===== src/rtl/vram_rect_mover.sv =====
module vram_rect_mover #(
  parameter int XW = 10,
  parameter int YW = 9,
  parameter int PW = 16
) (
  input  logic            clk,
  input  logic            rst_n,
  input  logic            start,
  input  logic [31:0]     start_pos,
  input  logic [31:0]     start_size,
  input  logic            start_rd,
  input  logic            wr_valid,
  input  logic [2*PW-1:0] wr_data,
  output logic            wr_ready,
  output logic            rd_valid,
  output logic [2*PW-1:0] rd_data,
  input  logic            rd_ready,
  output logic            mem_en,
  output logic            mem_we,
  output logic [XW+YW-1:0] mem_addr,
  output logic [PW-1:0]   mem_wdata,
  input  logic [PW-1:0]   mem_rdata,
  output logic            busy,
  output logic            img_ready,
  output logic            done,
  output logic [XW-1:0]   done_x,
  output logic [YW-1:0]   done_y,
  output logic [XW:0]     done_w,
  output logic [YW:0]     done_h
);

  logic            active, is_rd, have_word, half, rvalid_q, done_q;
  logic [XW-1:0]   x0, col;
  logic [YW-1:0]   y0, row;
  logic [XW:0]     w;
  logic [YW:0]     h, rows;
  logic [1:0]      rstep;
  logic [PW-1:0]   lo, hi;
  logic [2*PW-1:0] wbuf;

  wire [XW-1:0] wm1 = start_size[XW-1:0] - 1'b1;
  wire [YW-1:0] hm1 = start_size[16+:YW] - 1'b1;

  wire last_col = ({1'b0, col} + 1'b1) == w;
  wire fin      = last_col && (rows == 1);
  wire wr_px    = active && !is_rd && have_word;
  wire rd_px    = active && is_rd && !rvalid_q && (rows != 0) && (rstep != 2'd2);
  wire step     = wr_px || rd_px;
  wire [XW-1:0] xcur = x0 + col;

  assign wr_ready  = active && !is_rd && !have_word;
  assign rd_valid  = rvalid_q;
  assign rd_data   = {hi, lo};
  assign mem_en    = step;
  assign mem_we    = wr_px;
  assign mem_addr  = {row, xcur};
  assign mem_wdata = half ? wbuf[2*PW-1:PW] : wbuf[PW-1:0];
  assign busy      = active;
  assign img_ready = active && is_rd;
  assign done      = done_q;
  assign done_x    = x0;
  assign done_y    = y0;
  assign done_w    = w;
  assign done_h    = h;

  always_ff @(posedge clk) begin
    if (!rst_n) begin
      active <= 1'b0; is_rd <= 1'b0; have_word <= 1'b0; half <= 1'b0;
      rvalid_q <= 1'b0; done_q <= 1'b0; rstep <= 2'd0;
      x0 <= '0; y0 <= '0; col <= '0; row <= '0; w <= '0; h <= '0; rows <= '0;
      lo <= '0; hi <= '0; wbuf <= '0;
    end else begin
      done_q <= 1'b0;
      if (start) begin
        active    <= 1'b1;
        is_rd     <= start_rd;
        x0        <= start_pos[XW-1:0];
        y0        <= start_pos[16+:YW];
        row       <= start_pos[16+:YW];
        col       <= '0;
        w         <= {1'b0, wm1} + 1'b1;
        h         <= {1'b0, hm1} + 1'b1;
        rows      <= {1'b0, hm1} + 1'b1;
        have_word <= 1'b0;
        half      <= 1'b0;
        rvalid_q  <= 1'b0;
        rstep     <= 2'd0;
      end else begin
        if (step) begin
          if (last_col) begin
            col  <= '0;
            row  <= row + 1'b1;
            rows <= rows - 1'b1;
          end else begin
            col <= col + 1'b1;
          end
        end
        if (wr_ready && wr_valid) begin
          wbuf      <= wr_data;
          have_word <= 1'b1;
          half      <= 1'b0;
        end
        if (wr_px) begin
          if (fin) begin
            active    <= 1'b0;
            have_word <= 1'b0;
            done_q    <= 1'b1;
          end else if (half) begin
            have_word <= 1'b0;
          end else begin
            half <= 1'b1;
          end
        end
        if (active && is_rd) begin
          case (rstep)
            2'd0: if (rd_px) rstep <= 2'd1;
            2'd1: begin
              lo <= mem_rdata;
              if (rows == 0) begin
                hi       <= '0;
                rvalid_q <= 1'b1;
                rstep    <= 2'd0;
              end else begin
                rstep <= 2'd2;
              end
            end
            default: begin
              hi       <= mem_rdata;
              rvalid_q <= 1'b1;
              rstep    <= 2'd0;
            end
          endcase
          if (rvalid_q && rd_ready) begin
            rvalid_q <= 1'b0;
            if (rows == 0) active <= 1'b0;
          end
        end
      end
    end
  end

endmodule


===== config.mk =====
export PLATFORM = sky130hd
export DESIGN_NAME = vram_rect_mover
export DESIGN_NICKNAME = d
export VERILOG_FILES = /design/src/rtl/vram_rect_mover.sv
export SDC_FILE = /design/constraint.sdc
export NUM_CORES = 1
export LEC_CHECK = 0
export ABC_AREA = 1
export BUFFER_PORTS_ARGS = -buffer_cell sky130_fd_sc_hd__buf_2
export CAP_MARGIN = 5
export CORE_UTILIZATION = 45
export CTS_CLUSTER_SIZE = 16
export DETAILED_ROUTE_END_ITERATION = 10
export PLACE_DENSITY = 0.79
export SLEW_MARGIN = 10
export SYNTH_ARGS = -nofsm -noshare
export SYNTH_HDL_FRONTEND = slang
export SYNTH_SLANG_ARGS = --single-unit
export TNS_END_PERCENT = 1

===== constraint.sdc =====
create_clock -name clk -period 4.2 [get_ports clk]
set_input_delay 0.42 -clock clk [delete_from_list [all_inputs] [get_ports clk]]
set_output_delay 0.42 -clock clk [all_outputs]
set_load 0.02 [all_outputs]

Word-level counts from Yosys, hierarchy flattened --
Cells that the tools add are included.
Storage, ports and cells: bits in read-only memories 0, latch bits 0, flip-flop bits (word level) 141, bits in writable memories 0, memories kept 0, word-level logic and storage cells 96, bits of input ports 118
Operators by class: $lt $le $gt $ge 0, $add $sub $neg 9, equal/unequal tests 8, divide/modulo/power cells 0, shift-type cells 0, $mul 0, reduce and logical (&&, ||, !) cells 27, multiplexer cells 31, bitwise gates (word level) 4
Operator list (number):
- $mux 10 | 4
- $mux 16 | 2
- $pmux 16 s2 | 1
- $mux 9 | 3
- $add 10x1->11 const B | 2
- $sub 10x1->10 const B | 2
- $mux 1 | 17
- $eq 11x11->1 | 1
- $add 10x1->10 const B | 1
- $add 10x10->10 | 1
- $add 9x1->10 const B | 1
- $eq 10x1->1 const B | 1
- $logic_and 1x1->1 | 10
- $logic_not 10->1 | 1
- $reduce_bool 10->1 | 1
- $add 9x1->9 const B | 1
- $sub 9x1->9 const B | 1
- $ne 2x2->1 const B | 4
- $reduce_and 2->1 | 3
- $reduce_and 3->1 | 2
- $mux 2 | 2
- $not 1->1 | 4
- $pmux 2 s2 | 1
- $reduce_and 4->1 | 1
- other kinds (9) | 12

Depth between registers and ports, before layout --
Gate-level depths: netlist of run 1.
depth in word-level cells 9, depth in mapped cells 16, gate-level depth less buffers 15

Worst setup path after synthesis of run 1 --
No wires, ideal clock.
path type register to output, from reg x0[0] (netlist: done_x[0]), to out mem_addr[8], stages on the path, launching flop included 12, data required time 3.780 ns, data arrival time 2.113 ns, path slack 1.667 ns, buffers on the path 0, cell sequence dfxtp_1 ha_1 inv_1 fa_1 o21ai_0 nand2_1 nand2_1 a21oi_1 nor2_1 o21ai_0 nand2_1 xor2_1
On the way: word-level cells in the longest chain between the ends 1
Ends and longest elaborated chain:
- start: declaration | RTL line 33 | logic [XW-1:0] x0, col;
- start signal: assignment | RTL line 77 | x0 <= start_pos[XW-1:0];
- $add 10x10->10 | RTL line 49 | wire [XW-1:0] xcur = x0 + col;
- end: declaration | RTL line 20 | output logic [XW+YW-1:0] mem_addr,
Every way passes these cells.

Worst setup path in the final report of run 1 --
from reg col[0], to out mem_addr[8]
On the way: word-level cells in the longest chain between the ends 1
Ends and longest elaborated chain:
- start: declaration | RTL line 33
- start signal: assignment | RTL line 95 | col <= col + 1'b1;
- $add 10x10->10 | RTL line 49
Every way passes these cells.

==> results of run 1 <==
worst max-delay path, cell delays in order, from the launching register on:
cell     delay [ns]
dfxtp_1        0.50
ha_1           0.23
inv_1          0.07
fa_1           0.40
o21ai_0        0.29
nand2_1        0.10
nand2_1        0.07
a21oi_1        0.09
nor2_1         0.09
o21ai_0        0.09
nand2_1        0.08
xor2_1         0.14
buf_2          0.18
worst paths after layout:
kind	slack (ns)	depth (start not counted)	from	to
worst max-delay path	1.04	12	col[0]	mem_addr[8]
worst min-delay path	0.21	3	start_pos[1]	done_x[1]
worst max register to register	1.61	14	rows[0]	rows[1]
worst min register to register	0.44	2	done_y[3]	done_y[3]
routing by layer:
layer  share of wire, %  wire [um]
met5                  0          0
met4                2.1        404
met3                5.5       1059
met2                 47       9124
met1                 45       8631
metrics by stage:
stage / power, mW / cell area (sq um) / cells / hold WS (ns) / util, %
after floorplan: 1.772 / 7267 / 1063 / 0.4239 / -
after global placement: 1.919 / 8428 / 1448 / 0.4254 / 53.25
after detailed placement: 1.927 / 8428 / 1448 / 0.4289 / 53.25
after CTS: 3.514 / 9046 / 1480 / 0.1944 / 57.15
after global routing: 3.638 / 9046 / 1480 / 0.2088 / 57.15
final: 3.481 / 9046 / 1480 / 0.2139 / 57.15
kinds of logic after synthesis:
| group | share of synthesized area (%) |
|---|---|
| buffers and inverters | 9.866 |
| DFF | 38.84 |
| and+or+nand+nor | 28.58 |
| AOI/OAI and AO/OA | 16.24 |
| xor gates and xnor gates | 3.616 |
| adders and majority gates | 2.858 |
area by class of cell:
cell class | instances | share of cell area [%]
inverter | 143 | 5.934
clock buffer | 18 | 4.855
timing repair buffer | 210 | 11.76
multi-input combinational | 738 | 41.29
sequential | 141 | 31.20
clock inverter | 14 | 1.978
tap | 216 | 2.988
Yosys cell counts, types with 2 or more instances:
cell type and count:
dfxtp_1 141, nand3_1 82, buf_1 2, nor2_4 3
nor3_1 8, a211oi_1 2, a21oi_1 84, nor2_1 102
ha_1 15, nand2_1 226, o21ai_2 2, nor2_2 22
nand3b_1 4, a31oi_1 4, nor4_1 2, nand4_1 10
inv_2 3, buf_2 2, or2_2 2, nand2_2 7
inv_1 139, a22o_1 10, xnor2_1 7, xor2_1 23
o21ai_0 105, nand3_2 2, clkbuf_1 35, o22ai_1 3
flip-flops by register name, summed over array words and instances, names as in the netlist:
name and cells:
busy 1, hi 16, half 1, done_h 10, done_w 11, col 10, rows 10, row 9
have_word 1, rstep 2, done_y 9, done 1, wbuf 32, rd_valid 1, is_rd 1, done_x 10
lo 16
power groups by stage:
| stage | clock (mW) | combinational (mW) | sequential (mW) |
|---|---|---|---|
| finish | 1.58 | 0.461 | 1.44 |
| global route | 1.67 | 0.516 | 1.45 |
| CTS | 1.61 | 0.461 | 1.44 |
| detailed placement | 0 | 0.458 | 1.47 |
| global placement | 0 | 0.451 | 1.47 |
| floorplan | 0 | 0.276 | 1.50 |
==> impl_metrics.json, run 1 <==
{
  "slew_violations": 0,
  "cts_resized": 0,
  "grt_pass1_vias": 6457,
  "grt_pass1_wl_um": 30200,
  "placementRows": 46,
  "initial_utilization_pct": 45.91,
  "final_common_cell": "nand2_1",
  "first_iter_violations": 516,
  "leakagePower_nw": 4.360,
  "yosys.area.top_type": "dfxtp_1",
  "end_kind": "output pin",
  "pwr-share-seq_pct": 41.4,
  "async_flop_share_pct": 0,
  "cts_setup_buffers": 0,
  "nets": 1385,
  "rsz0062_at_grt": "no",
  "grtUsageMet2_pct": 37.93,
  "status": "finished, final reports clean",
  "drtPass1Iterations": 5,
  "period_share_pct": 75.35,
  "antenna_found_initial": 0,
  "die_x_um": 129.1,
  "yosys.area.top_type_share_pct": 38.84,
  "ys_seq_elements": 141,
  "drc": 0,
  "wl_um": 19220,
  "worst-path-max-fanout": 6,
  "via_per_inst": 4.976,
  "synth.area.top_cells": "dfxtp_1, nand2_1, o21ai_0",
  "layout_common_cells": "nand2_1, buf_2, dfxtp_1, inv_1, o21ai_0",
  "cp.arrival_ns": 2.74,
  "netSwitchingFraction_pct": 27.61,
  "fin_ws_ns": 1.035,
  "dp_hpwl_um": 13640,
  "clockBufferDepth": 2,
  "busiest_layer": "met2",
  "slew-limit-headroom_pct": 30.48,
  "tightest_slew_ns": 1.041,
  "grt-ovfl-total": 0,
  "hold_buffers": 0,
  "synth_cell_types": 44,
  "fp.dieH_um": 129.1,
  "netlist_area_sq_um": 7267,
  "cts_buffers": 17,
  "ff_latch_area_sq_um": 2823,
  "cts_tree": "built",
  "setup_tns_ns": 0,
  "post_route_cells_drive_above_1_share_pct": 22.94,
  "io_pins": 232,
  "diodes": 0,
  "worstSkewPairLatency_ns": 0.43,
  "gp_congestion": 0.8926,
  "wire_per_inst_um": 12.99,
  "yosysWarnings": 0,
  "p_per_area_nw_per_um2": 384.8,
  "synth_cells": 1063,
  "setup_viol": 0,
  "synth-seq-area-share_pct": 38.84,
  "cap_violations": 0,
  "cts_root_buf": "clkbuf_16",
  "ctsHtreeMaxLevel": 4,
  "fmax_mhz": 316.0,
  "period_needed_ns": 3.165,
  "path_clk_slew_ns": 0.06,
  "hold_viol_final": 0,
  "cts.sinks": 141,
  "syn_avg_cell_area_sq_um": 6.836,
  "fillers": 1485,
  "pre_cts_ws_ns": 1.482,
  "hold_class": "input pin to register",
  "coreArea_sq_um": 15830,
  "p_int_mw": 2.520,
  "grt_use_total_pct": 22.82,
  "die_area_sq_um": 16660,
  "combPwrFrac_pct": 13.2,
  "synth_enable_flop_cells": 0,
  "area_growth_syn_to_layout_pct": 24.48,
  "crit_required_ns": 3.78,
  "fin_skew_ns": 0.01000,
  "vdd.ir_drop.worst_v": 0.0003284,
  "gr-usage-met1_pct": 28.42,
  "pwr-share-clk_pct": 45.4,
  "met3_usage_pct": 5.822,
  "postRouteAntennaNets": 0,
  "switching_power_uw": 961.1,
  "port_buffers": 205,
  "worstSetupPathType": "register to output pin",
  "vias": 7365,
  "start_kind": "register",
  "syn-num-nets": 1197,
  "ys.flop_type": "dfxtp_1",
  "grt_max_degree": 65,
  "multiInputGateArea_sq_um": 3735
}
Power figures use the tool's default switching activity.
==> run 2: changes to the inputs <==
- PLACE_DENSITY: 0.79 -> 0.82
- clock period: 4.2 -> 2.9 ns (I/O delays scaled with it)
==> impl_metrics.json, run 2 (synthesis results as in run 1) <==
{
  "status": "finished, final reports clean",
  "cts_resized": 2,
  "gp_congestion": 0.9066,
  "period_share_pct": 93.75,
  "hold_slack_ns": 0.07600,
  "area_growth_syn_to_layout_pct": 24.98,
  "netSwitchingFraction_pct": 28.42,
  "hold_class": "input pin to register",
  "post_route_cells_drive_above_1_share_pct": 23.64,
  "gr-usage-met1_pct": 28.80,
  "combPwrFrac_pct": 13.5,
  "met3_usage_pct": 4.707,
  "first_iter_violations": 503,
  "cts_tree": "built",
  "path_clk_slew_ns": 0.06,
  "ctsHtreeMaxLevel": 4,
  "port_buffers": 205,
  "worst-path-max-fanout": 6,
  "placementRows": 46,
  "pre_cts_ws_ns": 0.3946,
  "slew_violations": 0,
  "period_needed_ns": 2.719,
  "cts_buffers": 17,
  "postRouteAntennaNets": 0,
  "io_pins": 232,
  "cts_setup_buffers": 0,
  "vdd.ir_drop.worst_v": 0.0004237,
  "layout_common_cells": "nand2_1, buf_2, inv_1, dfxtp_1, o21ai_0",
  "fin_skew_ns": 0.008809,
  "largest_reg_flops": 32,
  "die_area_sq_um": 16660,
  "grt-ovfl-total": 0,
  "nets": 1390,
  "grt_use_total_pct": 23.34,
  "grtUsageMet2_pct": 39.62,
  "fp.dieH_um": 129.1,
  "antenna_found_initial": 1,
  "coreArea_sq_um": 15830,
  "vias": 7483,
  "p_per_area_nw_per_um2": 547.0,
  "end_kind": "output pin",
  "dp_hpwl_um": 13910,
  "p_int_mw": 3.556,
  "worstSetupPathType": "register to output pin",
  "initial_utilization_pct": 45.91,
  "ff_latch_area_sq_um": 2829,
  "cts_root_buf": "clkbuf_16",
  "cp.arrival_ns": 2.43,
  "pwr-share-clk_pct": 44.5,
  "wire_per_inst_um": 13.02,
  "via_per_inst": 5.036,
  "die_x_um": 129.1,
  "wl_um": 19340,
  "final_common_cell": "nand2_1",
  "hold_buffers": 0,
  "fillers": 1475,
  "cts.sinks": 141,
  "multiInputGateArea_sq_um": 3742,
  "cap_violations": 0,
  "fin_ws_ns": 0.1813,
  "hold_viol_final": 0,
  "setup_viol": 0,
  "grt_pass1_vias": 6629,
  "busiest_layer": "met2",
  "clockBufferDepth": 2,
  "slew-limit-headroom_pct": 43.19,
  "grt_pass1_wl_um": 30860,
  "worstSkewPairLatency_ns": 0.42,
  "drc": 0,
  "pwr-share-seq_pct": 42.0,
  "grt_max_degree": 62,
  "top_register": "wbuf",
  "drtPass1Iterations": 5,
  "switching_power_mw": 1.412,
  "top_regs": "wbuf (32), hi (16), lo (16)",
  "tightest_slew_ns": 0.8513,
  "leakagePower_nw": 4.385,
  "start_kind": "register",
  "finalPower_mw": 4.968,
  "crit_required_ns": 2.61,
  "fmax_mhz": 367.8
}
-- run 2: cell types whose count changed in the layout (fill, tap and decap cells not counted), sizes merged --
| cell | previous run | this run |
|---|---|---|
| buf | 210 | 215 |
| bufinv | 3 | 2 |
| clkbuf | 18 | 17 |
| clkinv | 3 | 5 |
| clkinvlp | 3 | 2 |
| diode | 0 | 1 |
| inv | 148 | 149 |
-- run 2: layer usage --
layer / vias up / wire length, um
li1: 3824 / -
met1: 3403 / 8635
met2: 221 / 9307
met3: 35 / 948
met4: 0 / 451
met5: - / 0
-- run 2: metrics by stage --
stage	utilization [%]	setup TNS, ns	cells	area, sq um
floorplan	-	0	1063	7267
global placement	53.49	0	1453	8466
detailed placement	53.49	0	1453	8466
CTS	57.29	0	1485	9067
global route	57.38	-0.001970	1486	9082
finish	57.38	0	1486	9082
-- run 2: final timing paths --
kind	from	to	slack, ns	cells after the start
hold / removal	start_pos[1]	done_x[1]	0.08	3
setup reg to reg	col[1]	rows[6]	0.44	14
setup / recovery	col[0]	mem_addr[8]	0.18	12
hold reg to reg	done_y[3]	done_y[3]	0.44	2
-- run 2: cell type report --
type                            instances  area share (%)
Inverter                              143           5.910
Clock buffer                           17           4.684
Multi-Input combinational cell        738           41.20
Timing Repair Buffer                  215           12.12
Tap cell                              216           2.976
Antenna cell                            1         0.02755
Clock inverter                         15           1.929
Sequential cell                       141           31.15
-- run 2: power groups by stage --
stage	Combinational [mW]	Sequential (mW)	Clock (mW)
2_1_floorplan	0.400	2.17	0
3_3_place_gp	0.657	2.13	0
3_5_place_dp	0.670	2.13	0
4_1_cts	0.674	2.09	2.26
5_1_grt	0.755	2.10	2.35
6_report	0.673	2.09	2.21
-- run 2: critical path, stage by stage (launching register included) --
cell and delay (ns):
dfxtp_4 0.38, ha_1 0.18, inv_1 0.08, fa_1 0.42, o21ai_2 0.19, nand2_1 0.07
nand2_1 0.06, a21oi_1 0.08, nor2_1 0.09, o21ai_0 0.07, nand2_1 0.07, xor2_1 0.14
buf_2 0.18
==> run 3: changes to the inputs <==
- ABC_AREA: 1 -> unset
- PLACE_DENSITY: 0.82 -> 0.81
==> impl_metrics.json, run 3 <==
{
  "cpMaxStageDelayCell": "or4_1",
  "port_buffers": 205,
  "fmax_mhz": 354.0,
  "grt_use_total_pct": 21.86,
  "initial_utilization_pct": 46.58,
  "first_iter_violations": 445,
  "crit_chain": "ha_1 > a21o_1 > a21oi_2 > o21bai_1 > a21oi_2 > o21ai_2 > or4_1 > and3_4 > buf_4",
  "clockBufferDepth": 2,
  "largest_reg_flops": 32,
  "start_kind": "register",
  "vdd.ir_drop.worst_v": 0.0003745,
  "cts_tree": "built",
  "antenna_found_initial": 0,
  "rsz0062_at_grt": "yes",
  "vias": 6914,
  "dp_hpwl_um": 13350,
  "grt_max_degree": 51,
  "fin_util_pct": 57.99,
  "via_per_inst": 5.423,
  "io_pins": 232,
  "post_route_cells_drive_above_1_share_pct": 27.95,
  "synth_cells": 859,
  "nets": 1181,
  "crit_required_ns": 2.61,
  "final_cells": 1275,
  "layout_common_cells": "buf_2, nand2_1, dfxtp_1, nor2b_1, a21boi_0",
  "hold_class": "input pin to register",
  "finalPower_mw": 4.693,
  "worstSetupPathType": "register to output pin",
  "cts_buffers": 17,
  "synth_enable_flop_cells": 0,
  "final_common_cell": "buf_2",
  "grt_pass1_wl_um": 29670,
  "cap_violations": 0,
  "ctsHtreeMaxLevel": 4,
  "path_buf_inv": 1,
  "yosys.area.top_type_share_pct": 37.87,
  "crit_family": "compound AO/OA/AOI/OAI gates",
  "placementRows": 46,
  "syn_avg_cell_area_sq_um": 8.677,
  "cp.arrival_ns": 2.54,
  "wire_per_inst_um": 15.00,
  "leakagePower_nw": 3.983,
  "grt-ovfl-total": 0,
  "postRouteAntennaNets": 0,
  "top_regs": "wbuf (32), hi (16), lo (16)",
  "yosys-top-cells-count": "dfxtp_1, nand2_1, nor2b_1",
  "die_x_um": 130.7,
  "end_kind": "output pin",
  "slew_violations": 0,
  "synth_cell_types": 72,
  "grt_pass1_vias": 6147,
  "path_clk_slew_ns": 0.06,
  "tightest_slew_ns": 0.8827,
  "hold_viol_final": 0,
  "wl_um": 19130,
  "drc": 0,
  "top_register": "wbuf",
  "place_area_sq_um": 8650,
  "async_flop_share_pct": 0,
  "netlist_area_sq_um": 7453,
  "fp.dieH_um": 130.7,
  "dp.cells": 1239,
  "design_area_sq_um": 9279,
  "max_stage_delay_ns": 0.47,
  "gp_congestion": 0.8360,
  "period_needed_ns": 2.825,
  "yosys.area.top_type": "dfxtp_1",
  "fin_skew_ns": 0.006338,
  "worstSkewPairLatency_ns": 0.41,
  "slew-limit-headroom_pct": 41.07,
  "cts.sinks": 141,
  "synth.area.top_cells": "dfxtp_1, nand2_1, mux2i_1",
  "crit_top_cell": "a21oi_2",
  "ys_seq_elements": 141,
  "worst-path-max-fanout": 6,
  "diodes": 0,
  "coreArea_sq_um": 16000,
  "cts_root_buf": "clkbuf_16",
  "area_growth_syn_to_layout_pct": 24.49,
  "p_per_area_nw_per_um2": 505.8,
  "status": "finished, final reports clean",
  "setup_viol": 0,
  "ys.flop_type": "dfxtp_1",
  "period_share_pct": 97.42,
  "drtPass1Iterations": 5,
  "die_area_sq_um": 17080,
  "syn-num-nets": 993,
  "synth-seq-area-share_pct": 37.87,
  "yosysWarnings": 0
}
-- run 3: kinds of logic after synthesis --
| group | share of synthesized area, % |
|---|---|
| AOI/OAI and AO/OA | 18.73 |
| muxes | 6.849 |
| DFF | 37.87 |
| and+or+nand+nor | 23.80 |
| buffers and inverters | 4.448 |
| xor gates and xnor gates | 5.506 |
| adders and majority gates | 2.787 |
-- run 3: layout make-up --
class / instances / area, sq um
inverter: 21 / 80.08
clock buffer: 18 / 429.2
sequential: 141 / 2838
timing repair buffer: 227 / 1214
fill: 1463 / 6721
tap: 216 / 270.3
clock inverter: 13 / 116.4
multi-input combinational: 639 / 4332
-- run 3: metal layers --
layer	up-vias	GRT usage, %	wire length (um)
li1	3441	-	-
met1	3223	27.12	8315
met2	220	36.73	9262
met3	30	5.171	1177
met4	0	8.249	375
met5	-	0	0
-- run 3: path summary, 6_finish.rpt --
path | start | endpoint | slack (ns) | cells past startpoint
setup / recovery | col[1] | mem_addr[9] | 0.07 | 9
hold / removal | wr_data[24] | wbuf[24] | 0.13 | 3
setup reg to reg | col[3] | row[2] | 0.21 | 9
hold reg to reg | lo[14] | lo[14] | 0.45 | 2
-- run 3: tightest hold or removal path, cell delays in order --
cell      delay [ns]
buf_2           0.09
nand2_1         0.04
a21boi_0        0.06
-- run 3: through the flow --
stage	hold WS (ns)	setup slack, ns	TNS, ns
after floorplan	0.4249	0.3860	0
after global placement	0.4380	0.1727	0
after detailed placement	0.4418	0.1148	0
after CTS	0.1112	0.007236	0
after global routing	0.1124	-0.06385	-0.1204
final	0.1286	0.07482	0
-- run 3: timing repair --
action	CTS	global route
endpoints found under the setup margin	2	9
resized for setup	6	15
setup buffers	0	5
pin swaps	0	5
hold buffers	0	0
-- run 3: where the power goes --
group	internal, mW	total [mW]	leakage (nW)	switching, mW
clock	1.18	2.02	0.251	0.847
combinational	0.251	0.605	2.58	0.354
sequential	2.00	2.06	1.15	0.0621
